`config.mk`:
```
export PLATFORM = sky130hd
export DESIGN_NAME = gpio_irq_detect
export DESIGN_NICKNAME = d
export VERILOG_FILES = /design/src/rtl/gpio_irq_pkg.sv /design/src/rtl/gpio_irq_sync.sv /design/src/rtl/gpio_irq_trig.sv /design/src/rtl/gpio_irq_regs.sv /design/src/rtl/gpio_irq_detect.sv
export SDC_FILE = /design/constraint.sdc
export NUM_CORES = 1
export LEC_CHECK = 0
export ABC_AREA = 1
export BUFFER_PORTS_ARGS = -buffer_cell sky130_fd_sc_hd__buf_2
export CORE_ASPECT_RATIO = 1.5
export CORE_MARGIN = 3
export CORE_UTILIZATION = 55
export CTS_BUF_LIST = sky130_fd_sc_hd__clkbuf_4 sky130_fd_sc_hd__clkbuf_8
export DETAILED_ROUTE_END_ITERATION = 16
export PLACE_DENSITY = 0.82
export SYNTH_ARGS = -nofsm -noshare
export SYNTH_HDL_FRONTEND = slang
export SYNTH_HIERARCHICAL = 1
export SYNTH_SLANG_ARGS = --single-unit
```
`constraint.sdc`:
```
create_clock -name clk -period 3.3 [get_ports clk]
set_input_delay 0.66 -clock clk [delete_from_list [all_inputs] [get_ports clk]]
set_output_delay 0.66 -clock clk [all_outputs]
set_load 0.05 [all_outputs]
```
`src/rtl/gpio_irq_pkg.sv`:
```
package gpio_irq_pkg;
   localparam int unsigned BUS_DATA_W = 32;
   localparam int unsigned BUS_ADDR_W = 2;
   localparam logic [BUS_ADDR_W-1:0] WORD_ENABLE = 2'd0;
   localparam logic [BUS_ADDR_W-1:0] WORD_MODE   = 2'd1;
   localparam logic [BUS_ADDR_W-1:0] WORD_STATUS = 2'd2;

   typedef struct packed {
      logic rise_en;
      logic fall_en;
      logic level;
   } pin_cfg_t;
endpackage

```
`src/rtl/gpio_irq_sync.sv`:
```
module gpio_irq_sync #(
   parameter int unsigned WIDTH  = 16,
   parameter int unsigned STAGES = 2
) (
   input  logic             clk,
   input  logic             rst_n,
   input  logic [WIDTH-1:0] d_i,
   output logic [WIDTH-1:0] q_o
);
   if (STAGES < 2) begin : g_bad_stages
      $error("gpio_irq_sync: STAGES must be at least 2");
   end

   logic [WIDTH-1:0] chain_q [STAGES];

   genvar s;
   for (s = 0; s < STAGES; s++) begin : g_stage
      if (s == 0) begin : g_first
         always_ff @(posedge clk or negedge rst_n) begin
            if (!rst_n) chain_q[s] <= '0;
            else        chain_q[s] <= d_i;
         end
      end else begin : g_next
         always_ff @(posedge clk or negedge rst_n) begin
            if (!rst_n) chain_q[s] <= '0;
            else        chain_q[s] <= chain_q[s-1];
         end
      end
   end

   assign q_o = chain_q[STAGES-1];
endmodule

```
`src/rtl/gpio_irq_trig.sv`:
```
module gpio_irq_trig
   import gpio_irq_pkg::*;
(
   input  logic     clk,
   input  logic     rst_n,
   input  logic     sample_i,
   input  pin_cfg_t cfg_i,
   output logic     event_o
);
   logic prev_q;
   logic rise_seen;
   logic fall_seen;
   logic edge_hit;
   logic level_hit;

   always_ff @(posedge clk or negedge rst_n) begin
      if (!rst_n) prev_q <= 1'b0;
      else        prev_q <= sample_i;
   end

   always_comb begin
      rise_seen = sample_i & ~prev_q;
      fall_seen = ~sample_i & prev_q;
      edge_hit  = (rise_seen & cfg_i.rise_en) | (fall_seen & cfg_i.fall_en);
      level_hit = (sample_i & cfg_i.rise_en) | (~sample_i & cfg_i.fall_en);
      event_o   = cfg_i.level ? level_hit : edge_hit;
   end
endmodule

```
`src/rtl/gpio_irq_regs.sv`:
```
module gpio_irq_regs
   import gpio_irq_pkg::*;
#(
   parameter int unsigned          NPINS    = 16,
   parameter logic [NPINS-1:0]     PIN_MASK = '1
) (
   input  logic                  clk,
   input  logic                  rst_n,
   input  logic                  sel_i,
   input  logic                  wr_i,
   input  logic [BUS_ADDR_W-1:0] addr_i,
   input  logic [BUS_DATA_W-1:0] wdata_i,
   input  logic [BUS_DATA_W/8-1:0] be_i,
   output logic [BUS_DATA_W-1:0] rdata_o,
   input  logic [NPINS-1:0]      event_i,
   output logic [NPINS-1:0]      rise_en_o,
   output logic [NPINS-1:0]      fall_en_o,
   output logic [NPINS-1:0]      level_o,
   output logic [NPINS-1:0]      status_o,
   output logic [NPINS-1:0]      clear_o
);
   localparam int unsigned BE_W  = BUS_DATA_W / 8;
   localparam int unsigned EN_W  = 2 * NPINS;
   localparam logic [EN_W-1:0] EN_MASK = {PIN_MASK, PIN_MASK};

   logic [BUS_DATA_W-1:0] lane_mask;
   logic [EN_W-1:0]       en_q;
   logic [NPINS-1:0]      mode_q;
   logic [NPINS-1:0]      stat_q;
   logic                  wr_en;
   logic                  wr_mode;
   logic                  wr_stat;

   genvar b;
   for (b = 0; b < BE_W; b++) begin : g_lane
      assign lane_mask[8*b +: 8] = {8{be_i[b]}};
   end

   assign wr_en   = sel_i & wr_i & (addr_i == WORD_ENABLE);
   assign wr_mode = sel_i & wr_i & (addr_i == WORD_MODE);
   assign wr_stat = sel_i & wr_i & (addr_i == WORD_STATUS);

   assign clear_o = wr_stat ? (wdata_i[NPINS-1:0] & lane_mask[NPINS-1:0]) : '0;

   always_ff @(posedge clk or negedge rst_n) begin
      if (!rst_n) begin
         en_q <= '0;
      end else if (wr_en) begin
         en_q <= ((en_q & ~lane_mask[EN_W-1:0]) |
                  (wdata_i[EN_W-1:0] & lane_mask[EN_W-1:0])) & EN_MASK;
      end
   end

   always_ff @(posedge clk or negedge rst_n) begin
      if (!rst_n) begin
         mode_q <= '0;
      end else if (wr_mode) begin
         mode_q <= ((mode_q & ~lane_mask[NPINS-1:0]) |
                    (wdata_i[NPINS-1:0] & lane_mask[NPINS-1:0])) & PIN_MASK;
      end
   end

   always_ff @(posedge clk or negedge rst_n) begin
      if (!rst_n) stat_q <= '0;
      else        stat_q <= ((stat_q & ~clear_o) | event_i) & PIN_MASK;
   end

   always_comb begin
      rdata_o = '0;
      if (sel_i && !wr_i) begin
         unique case (addr_i)
            WORD_ENABLE: rdata_o[EN_W-1:0]  = en_q;
            WORD_MODE:   rdata_o[NPINS-1:0] = mode_q;
            WORD_STATUS: rdata_o[NPINS-1:0] = stat_q;
            default:     rdata_o = '0;
         endcase
      end
   end

   assign fall_en_o = en_q[NPINS-1:0];
   assign rise_en_o = en_q[EN_W-1:NPINS];
   assign level_o   = mode_q;
   assign status_o  = stat_q;
endmodule

```
`src/rtl/gpio_irq_detect.sv`:
```
module gpio_irq_detect
   import gpio_irq_pkg::*;
#(
   parameter int unsigned      NPINS       = 16,
   parameter int unsigned      SYNC_STAGES = 2,
   parameter logic [NPINS-1:0] PIN_MASK    = 16'hF0F3
) (
   input  logic        clk,
   input  logic        rst_n,
   input  logic [15:0] pin_i,
   input  logic        bus_sel_i,
   input  logic        bus_wr_i,
   input  logic [1:0]  bus_addr_i,
   input  logic [31:0] bus_wdata_i,
   input  logic [3:0]  bus_be_i,
   output logic [31:0] bus_rdata_o,
   output logic        irq_o,
   output logic        wake_o
);
   if (NPINS != 16) begin : g_bad_npins
      $error("gpio_irq_detect: port width is fixed at 16 pins");
   end
   if (2 * NPINS > BUS_DATA_W) begin : g_bad_bus
      $error("gpio_irq_detect: enable register does not fit the bus");
   end

   logic [NPINS-1:0] sample_w;
   logic [NPINS-1:0] event_w;
   logic [NPINS-1:0] rise_en_w;
   logic [NPINS-1:0] fall_en_w;
   logic [NPINS-1:0] level_w;
   logic [NPINS-1:0] status_w;
   logic [NPINS-1:0] clear_w;
   logic             wake_q;

   gpio_irq_sync #(.WIDTH(NPINS), .STAGES(SYNC_STAGES)) u_sync (
      .clk   (clk),
      .rst_n (rst_n),
      .d_i   (pin_i),
      .q_o   (sample_w)
   );

   gpio_irq_regs #(.NPINS(NPINS), .PIN_MASK(PIN_MASK)) u_regs (
      .clk       (clk),
      .rst_n     (rst_n),
      .sel_i     (bus_sel_i),
      .wr_i      (bus_wr_i),
      .addr_i    (bus_addr_i),
      .wdata_i   (bus_wdata_i),
      .be_i      (bus_be_i),
      .rdata_o   (bus_rdata_o),
      .event_i   (event_w),
      .rise_en_o (rise_en_w),
      .fall_en_o (fall_en_w),
      .level_o   (level_w),
      .status_o  (status_w),
      .clear_o   (clear_w)
   );

   genvar p;
   for (p = 0; p < NPINS; p++) begin : g_pin
      if (PIN_MASK[p]) begin : g_live
         pin_cfg_t cfg;
         assign cfg.rise_en = rise_en_w[p];
         assign cfg.fall_en = fall_en_w[p];
         assign cfg.level   = level_w[p];
         gpio_irq_trig u_trig (
            .clk      (clk),
            .rst_n    (rst_n),
            .sample_i (sample_w[p]),
            .cfg_i    (cfg),
            .event_o  (event_w[p])
         );
      end else begin : g_absent
         assign event_w[p] = 1'b0;
      end
   end

   always_ff @(posedge clk or negedge rst_n) begin
      if (!rst_n) wake_q <= 1'b0;
      else        wake_q <= |event_w;
   end

   assign irq_o  = |status_w;
   assign wake_o = wake_q;
endmodule

```
### Word level (Yosys, flattened, before mapping)

Index checks and enable logic that the tools add are counted.

* reductions and logical operators: 5
* equality and inequality tests: 2
* bitwise operators: 115
* mux-type cells: 14

Operators with widths (number)
* 1-bit bitwise AND: 64
* 32-bit bitwise AND: 2
* 16-bit bitwise AND: 3
* 16-bit one-hot mux with 3 select lines: 1
* 16-bit 2-to-1 mux: 2
* 32-bit 2-to-1 mux: 1
* 16-bit inverter: 2
* 32-bit inverter: 1
* 16-bit bitwise OR: 2
* 32-bit bitwise OR: 1
* 1-bit inverter: 20
* 1-bit bitwise OR: 20
* 10-bit OR reduction: 2
* 1-bit 2-to-1 mux: 10
* 2-bit by 1-bit == test with 1-bit output (second input constant): 1
* 2-bit == test (second input constant): 1
* 2-bit logical NOT: 1
* 1-bit logical AND: 1
* 1-bit logical NOT: 1

* register bits after elaboration: 83
* output and inout port bits: 34
* input port bits: 58
* word-level logic and storage cells: 152

### Logic depth before layout (Yosys ltp)

Gate-level depths: netlist (run 1).

* depth after elaboration: 6
* gate-level depth with buffers: 9
* mapped depth without buffers: 8

### Hierarchy

The synthesis (run 1) kept the hierarchy.

By module, submodules not included
* gpio_irq_regs: seq. area each 1001.0 µm², times used 1, cells each 355, area each 2458.6 µm²
* gpio_irq_sync: seq. area each 800.8 µm², times used 1, cells each 48, area each 920.9 µm²
* gpio_irq_trig: seq. area each 25.0 µm², times used 10, cells each 12, area each 66.3 µm²
* gpio_irq_detect: seq. area each 25.0 µm², times used 1, cells each 26, area each 123.9 µm²

### Worst setup path before layout (run 1)

OpenSTA, ideal clock, no wires.

* kind: input -> output
* start: input bus_addr_i[1]
* end: output bus_rdata_o[16]
* slack: 0.889 ns
* path buffers: 1
* data arrival time: 1.751 ns
* data required time: 2.640 ns
* stages: 4
* path through: nor2_2 -> buf_2 -> nand2_1 -> nor2_1

* word-level cells in the longest chain between the ends: 3

RTL lines
* start: declaration: line gpio_irq_detect.sv:13 `input logic [1:0] bus_addr_i,`
* 2-bit logical NOT: line gpio_irq_regs.sv:71 `unique case (addr_i)`
* 16-bit 2-to-1 mux: line gpio_irq_regs.sv:71
* 32-bit 2-to-1 mux: line gpio_irq_regs.sv:70 `if (sel_i && !wr_i) begin`
* end: declaration: line gpio_irq_detect.sv:16 `output logic [31:0] bus_rdata_o,`

Every way passes these cells.

### Worst setup path after layout (run 1)

* start: input bus_addr_i[1]
* end: output bus_rdata_o[12]

* word-level cells in the longest chain between the ends: 3
* elaborated cells on any way between the ends: 5
* classes of those cells: eq/ne: 2; mux: 2; reduce/logical: 1

RTL lines (line)
* 2-bit == test (tied with other cells): gpio_irq_regs.sv:71
* 16-bit one-hot mux with 3 select lines *: gpio_irq_regs.sv:71
* 32-bit 2-to-1 mux *: gpio_irq_regs.sv:70

Mark *: on every way between the ends. The rest lies on a longest branch, timed or not.

==> results by stage, run 1 <==
Critical path:
- The endpoint class of the critical path is a primary output.
- The slowest cell on the critical path is sky130_fd_sc_hd__buf_4.
- In this run the worst setup path terminates at bus_rdata_o[12].
- The end of the worst register-to-register path is wake_o$_DFF_PN0_.
- The number of cell instances on the worst register-to-register path is 7.
- For flop-to-flop paths, the worst setup slack is 2.06 ns.
- The largest single stage delay on the critical path is 0.28 ns.
- The worst setup path is of the in -> out kind.
- Of all nets on the critical path, the largest fanout is 24.
- The required time reported for the critical path endpoint is 2.64 ns.
- STA classifies the critical path startpoint as an input port.
- The critical path starts at bus_addr_i[1].
- Walking the worst path, the cells encountered are buf_2 -> nor2_2 -> buf_4 -> nand2_1 -> nand3_1 -> nand2_1 -> inv_1 -> buf_2.
- The critical path arrival is 1.81 ns.

Cells and area:
- In the layout the commonest cells are 190 x sky130_fd_sc_hd__nand2_1, 71 x sky130_fd_sc_hd__dfrtp_1, 66 x sky130_fd_sc_hd__nand3_1.
- The fraction of final layout cells with drive strength greater than 1 is 15.8%.
- The layout-stage area growth over the synthesis result is 12.7%.
- The final net count is 597.
- The antenna diode count is 0.
- Leaving out fill and tap cells, the most frequent cell in the layout is sky130_fd_sc_hd__nand2_1.

STA:
- For this run, the top clock speed supported by timing is 0.405 GHz.
- The final setup TNS is 0 ns.
- The maximum clock skew at final layout is 0.00513 ns.
- Once routing completed, OpenROAD measured the worst setup slack at 0.832 ns.
- Setup repair after global routing left no endpoint under its margin.
- Dividing the final minimum period by the clock period gives 74.8%.
- The final count of pins violating max slew is 0.
- For the pin with the worst max-slew slack, the measured transition is 0.667 ns.
- The post-route minimum period is 2.47 ns.
- The number of failing hold endpoints at the final stage was 0.
- The relative max-transition margin is 55.4%.
- The final-report setup violation count is 0.

Place:
- The count of buffers added on input and output ports is 61.
- The half-perimeter wire length after detailed placement is 5320 µm.
- Prior to clock tree synthesis, the placed netlist has a worst setup slack of 0.839 ns.
- At the end of routability-driven placement, the weighted congestion stood at 0.842.

Yosys:
- The cell area after synthesis is 3590 µm².
- Each instance of the synthesized netlist takes up on average 7.35 µm².
- The gate count after technology mapping is 489.
- During synthesis, Yosys emitted a total of 6 warnings.

Floorplanning:
- Row generation in the floorplan step produced 35 rows.
- The floorplan step defined a die boundary enclosing 7560 µm².
- In this run the vertical extent of the chip is 105 µm.
- The top-level I/O count is 92.
- The total core area is 6220 µm².
- For this configuration, the core starts out at a cell density of 57.8%.
- The floorplan die width is 72.0 µm.

Detailed routing:
- The remaining number of nets flagged by the antenna check after routing is 0.
- The final route contains 2991 vias.
- The per-cell routed wire length is 12.0 µm.
- The final wirelength is 7400 µm.
- After detailed routing, the number of remaining DRC violations is 0.
- The mean number of vias per cell is 4.84.
- The detailed router finished its first iteration with 190 violations.
- Before antenna repair, the detailed router went through 5 iterations.

GRT:
- The largest net degree at the start of global routing is 72.
- The overflow left after global routing is 0.
- The number of global-route vias before repair came to 2708.
- The number of antenna violations at the first check in global routing is 0.
- The wire length of the first global-routing pass is 12400 µm.
- The overall routing resource usage is 20.6%.

Clock network:
- The clock sink total is 71.
- The clock tree from TritonCTS is done.
- The number of clock buffers inserted by TritonCTS is 9.
- The total of cells resized after clock tree synthesis is 0.
- The clock transition at the registers of the reported paths is 0.07 ns.
- The count of hold-fix buffers inserted at cts is 0.
- The tree is rooted in a sky130_fd_sc_hd__clkbuf_8.
- In this run the number of H-tree levels came out at 3.
- At the later pin of the worst-skew pair, clock insertion delay measures 0.33 ns.
- The buffer depth of the longest clock path is 2.
- In this run the post-CTS setup repair buffer count came out at 0.

Power and ir drop:
- The worst-case IR drop observed on VDD is 0.477 mV.
- The reported leakage power is 0.00234 µW.
- In this run the power density over the cells is 562 nW/µm².

Run status:
- The run finished with clean final reports.

Job:
- The tool flagged a number of max-cap violations equal to 0.

Min path:
- The tightest min-delay check is of the in -> async type.
where the power goes:
group	switching [µW]	internal, µW
combinational	286	134
clock	292	483
sequential	96.3	987
layout make-up:
class                           count  area, µm²
Fill cell                         553       2170
Sequential cell                    71       1780
Multi-Input combinational cell    327       1360
Timing Repair Buffer               65        348
Inverter                           65        244
Clock buffer                       13        166
Tap cell                           74       92.6
Clock inverter                      3       65.1
worst max-delay path, delay by kind of cell:
| family | cells | cell delay, ns |
|---|---|---|
| buf+inv | 4 | 0.76 |
| simple gates | 4 | 0.39 |
through the flow:
step	cells	instance area (µm²)	util (%)	hold slack, ns	total power [µW]
floorplan	506	3660	-	0.331	1400
global route	618	4050	65.1	0.343	2410
finish	618	4050	65.1	0.329	2280
CTS	618	4050	65.1	0.350	2290
detailed placement	602	3820	61.4	0.335	1510
global placement	602	3820	61.4	0.332	1490
how the worst min path moves through the flow:
stage / start / end / cells past startpoint
floorplan: u_sync/chain_q[16]$_DFF_PN0_ / u_sync/q_o[0]$_DFF_PN0_ / 0
global placement: u_sync/chain_q[31]$_DFF_PN0_ / u_sync/q_o[15]$_DFF_PN0_ / 0
detailed placement: u_sync/chain_q[22]$_DFF_PN0_ / u_sync/q_o[6]$_DFF_PN0_ / 0
CTS: rst_n / wake_o$_DFF_PN0_ / 2
global route: rst_n / wake_o$_DFF_PN0_ / 2
finish: rst_n / wake_o$_DFF_PN0_ / 2
routing by layer:
| layer | wire length (µm) | global-route usage (%) | vias up | part of all wire [%] |
|---|---|---|---|---|
| li1 | - | - | 1533 | - |
| met1 | 2980 | 27.1 | 1317 | 40 |
| met2 | 3740 | 33.0 | 127 | 51 |
| met3 | 552 | 5.29 | 14 | 7.5 |
| met4 | 124 | 6.45 | 0 | 1.7 |
| met5 | 0 | 0 | - | 0 |
(Power assumes the default switching activity.)
==> inputs of run 2 (changes only) <==
--- a/config.mk
+++ b/config.mk
@@ -5,14 +5,14 @@
 export SDC_FILE = /design/constraint.sdc
 export NUM_CORES = 1
 export LEC_CHECK = 0
-export ABC_AREA = 1
+export ABC_AREA = 0
 export BUFFER_PORTS_ARGS = -buffer_cell sky130_fd_sc_hd__buf_2
 export CORE_ASPECT_RATIO = 1.5
 export CORE_MARGIN = 3
 export CORE_UTILIZATION = 55
 export CTS_BUF_LIST = sky130_fd_sc_hd__clkbuf_4 sky130_fd_sc_hd__clkbuf_8
 export DETAILED_ROUTE_END_ITERATION = 16
-export PLACE_DENSITY = 0.82
+export PLACE_DENSITY = 0.83
 export SYNTH_ARGS = -nofsm -noshare
 export SYNTH_HDL_FRONTEND = slang
 export SYNTH_HIERARCHICAL = 1
==> constraint.sdc (replaced) <==
create_clock -name clk -period 2.4 [get_ports clk]
set_input_delay 0.48 -clock clk [delete_from_list [all_inputs] [get_ports clk]]
set_output_delay 0.48 -clock clk [all_outputs]
set_load 0.05 [all_outputs]
==> results by stage, run 2 <==
Run status:
- The run finished with clean final reports.

Power and ir drop:
- The switching power as a share of total power is 28.6% (-1.0 points).
- The maximum vdd drop is 0.756 mV (+59%).
- The switching power is 846 µW (+25%).
- The cell internal power dissipation came to 2110 µW (+32%).
- The combinational share of power is 18.4% (about the same).
- The power density relative to cell area came to 808 nW/µm² (+44%).
- The sequential cell fraction of total power is 50.6% (+3.1 points).
- The reported leakage power is 0.00173 µW (-26%).
- The clock power share is 31.0% (-3.0 points).

Cells and area:
- Leaving out fill and tap cells, the most frequent cells in the layout are 71 x sky130_fd_sc_hd__dfrtp_1, 61 x sky130_fd_sc_hd__buf_2, 24 x sky130_fd_sc_hd__mux2_2.
- The flip-flop and latch area is 1780 µm² (unchanged).
- The area of combinational cells with multiple inputs is 1210 µm² (-11%).
- The antenna diode count is 0 (unchanged).
- The final standard cell area without fillers is 3660 µm² (-9.6%).
- The most frequent standard cell in the layout excluding fill and tap cells is sky130_fd_sc_hd__dfrtp_1.
- The final-layout fill cell count is 455 (-18%).
- The final net count was 399 (-33%).
- The layout-stage area growth over the synthesis result is 14.0%.
- The fraction of final layout cells with drive strength greater than 1 came to 35.8% (+20 points).

Clock network:
- The clock sink total is 71 (unchanged).
- The total of cells resized after clock tree synthesis is 0 (unchanged).
- The count of hold-fix buffers inserted at cts was 0 (unchanged).
- The buffer depth of the longest clock path is 2 (unchanged).
- The number of levels in the clock H-tree is 3 (unchanged).
- TritonCTS built the clock tree.
- In this run the clock root is driven by a sky130_fd_sc_hd__clkbuf_8.
- The clock transition at the registers of the reported paths is 0.07 ns (about the same).
- The post-CTS setup buffer count is 0 (unchanged).
- The number of clock buffers inserted by TritonCTS came to 9 (unchanged).
- The clock network latency to the later pin of the worst-skew pair is 0.34 ns (about the same).

Floorplanning:
- The top-level I/O count is 92 (unchanged).
- The total core area is 5570 µm² (-10%).
- The height of the chip was 99.6 µm (-5.1%).
- The standard-cell row count was 33 (-5.7%).
- The overall die area is 6810 µm² (-9.9%).
- The floorplan die width came to 68.4 µm (-5.0%).
- The initial cell density of the core was 57.6% (-0.17 points).

Critical path:
- The setup path with the least slack is of type in -> out.
- The number of cell instances on the worst register-to-register path came to 4 (-3).
- The required time reported for the critical path endpoint is 1.92 ns (-0.72 ns).
- STA classifies the critical path endpoint as a primary output.
- The worst setup path is launched from an input port.
- The largest driver fanout on the critical path is 18 (-25%).
- The end of the worst register-to-register path is wake_o$_DFF_PN0_.
- The minimum setup slack among reg-to-reg paths is 1.10 ns (-0.96 ns).
- The critical path arrival was 1.74 ns (-0.07 ns).

Place:
- The placed instance area is 3460 µm² (-9.3%).
- The placer congestion estimate came to 0.831 (-1.2%).
- The count of buffers from port buffering came to 61 (unchanged).
- The half-perimeter wire length after detailed placement is 4640 µm (-13%).

STA:
- The portion of the clock cycle consumed by the worst path in the final layout is 92.6%.
- The smallest clock period supported by the final layout is computed as 2.22 ns.
- The final-report setup violation count is 0 (unchanged).
- The final setup TNS is 0 ns (unchanged).
- The number of failing hold endpoints at the final stage is 0 (unchanged).
- The tightest hold margin is 0.0369 ns (-0.292 ns).
- The final count of pins violating max slew came to 0 (unchanged).
- The maximum clock skew at final layout is 0.00692 ns (+0.00179 ns).
- Static timing analysis puts the maximum clock frequency at 0.450 GHz.
- Setup repair after global routing left no endpoint under its margin.

Detailed routing:
- The post-route DRC violation count is 0 (unchanged).
- The remaining number of nets flagged by the antenna check after routing came to 0 (unchanged).
- The mean number of vias per cell was 5.12 (+5.8%).
- The violation count after the first detailed-route iteration is 142 (-25%).
- The final wirelength is 6170 µm (-17%).
- The via count of the routed design is 2130 (-29%).
- The length of the first detailed-routing pass in iterations is 4 (-1).
- The per-cell routed wire length was 14.8 µm (+24%).

GRT:
- The wire length of the first global-routing pass is 10300 µm (-17%).
- The number of global-route vias before repair is 2213 (-18%).
- The number of antenna violations at the first check in global routing is 0 (unchanged).
- The largest net degree at the start of global routing is 58 (-19%).
- The overflow left after global routing was 0 (unchanged).
- The overall routing resource usage is 20.7% (+0.12 points).

Job:
- The max-cap violation count came to 0 (unchanged).

Yosys:
- The number of warnings printed during yosys synthesis came to 6 (unchanged).
- The cell area after synthesis is 3210 µm² (-11%).
- The gate count after technology mapping is 283 (-42%).
- The synthesized area per cell is 11.3 µm² (+54%).

Min path:
- The worst hold-check path type is in -> async.
==> run 2: changes by cell type in the layout (fill, tap and decap cells not counted), sizes merged, moves of 8 or more <==
cell,change
mux2i,+10
o22ai,+10
nand3b,-10
nand2,-171
nand3,-63
nor2b,+11
a21oi,+9
mux2,+30
inv,-54
and2,+9
nor2,-24
or2,+8
o21ai,+10
a31oi,+10
==> run 2: per-layer routing <==
layer	track usage (%)	up-vias	share of wire [%]
li1	-	1042	-
met1	27.1	1006	41
met2	32.2	70	51
met3	5.08	12	5.9
met4	8.73	0	1.7
met5	0	-	0
==> run 2: worst max path at each step <==
stage | start | end | slack (ns) | depth (start not counted)
floorplan | bus_addr_i[0] | bus_rdata_o[12] | -0.04 | 5
global placement | bus_addr_i[0] | bus_rdata_o[6] | 0.18 | 5
detailed placement | bus_addr_i[0] | bus_rdata_o[4] | 0.19 | 5
CTS | bus_addr_i[0] | bus_rdata_o[0] | 0.18 | 5
global route | bus_addr_i[0] | bus_rdata_o[13] | 0.06 | 5
finish | bus_addr_i[0] | bus_rdata_o[0] | 0.18 | 5
==> run 2: power by group through the flow <==
stage          sequential, µW  combinational, µW  clock (µW)
5_1_grt                  1530                604        1010
3_3_place_gp             1510                530           0
3_5_place_dp             1520                546           0
2_1_floorplan            1480                441           0
4_1_cts                  1500                550         949
6_report                 1500                546         917
==> run 2: layout make-up <==
cell class	instances	share of cell area (%)
flip-flops and latches	71	48.5
inverters	10	1.02
clock buffers	10	3.76
multi-input cells	183	33.0
clock inverters	6	1.64
repair buffers	66	9.70
well taps	70	2.39
==> run 2: stage by stage <==
| step | util (%) | setup WS, ns | total power (µW) | instances |
|---|---|---|---|---|
| 2_1_floorplan | - | -0.0396 | 1920 | 300 |
| 3_3_place_gp | 62.2 | 0.178 | 2040 | 400 |
| 3_5_place_dp | 62.2 | 0.186 | 2070 | 400 |
| 4_1_cts | 65.7 | 0.180 | 3000 | 416 |
| 5_1_grt | 65.7 | 0.0600 | 3140 | 416 |
| 6_report | 65.7 | 0.179 | 2960 | 416 |
==> run 2: worst max-delay path: stages <==
cell and delay, ns:
sky130_fd_sc_hd__buf_2 0.37, sky130_fd_sc_hd__mux2i_1 0.15, sky130_fd_sc_hd__or2_2 0.29, sky130_fd_sc_hd__a21oi_1 0.15, sky130_fd_sc_hd__buf_2 0.29
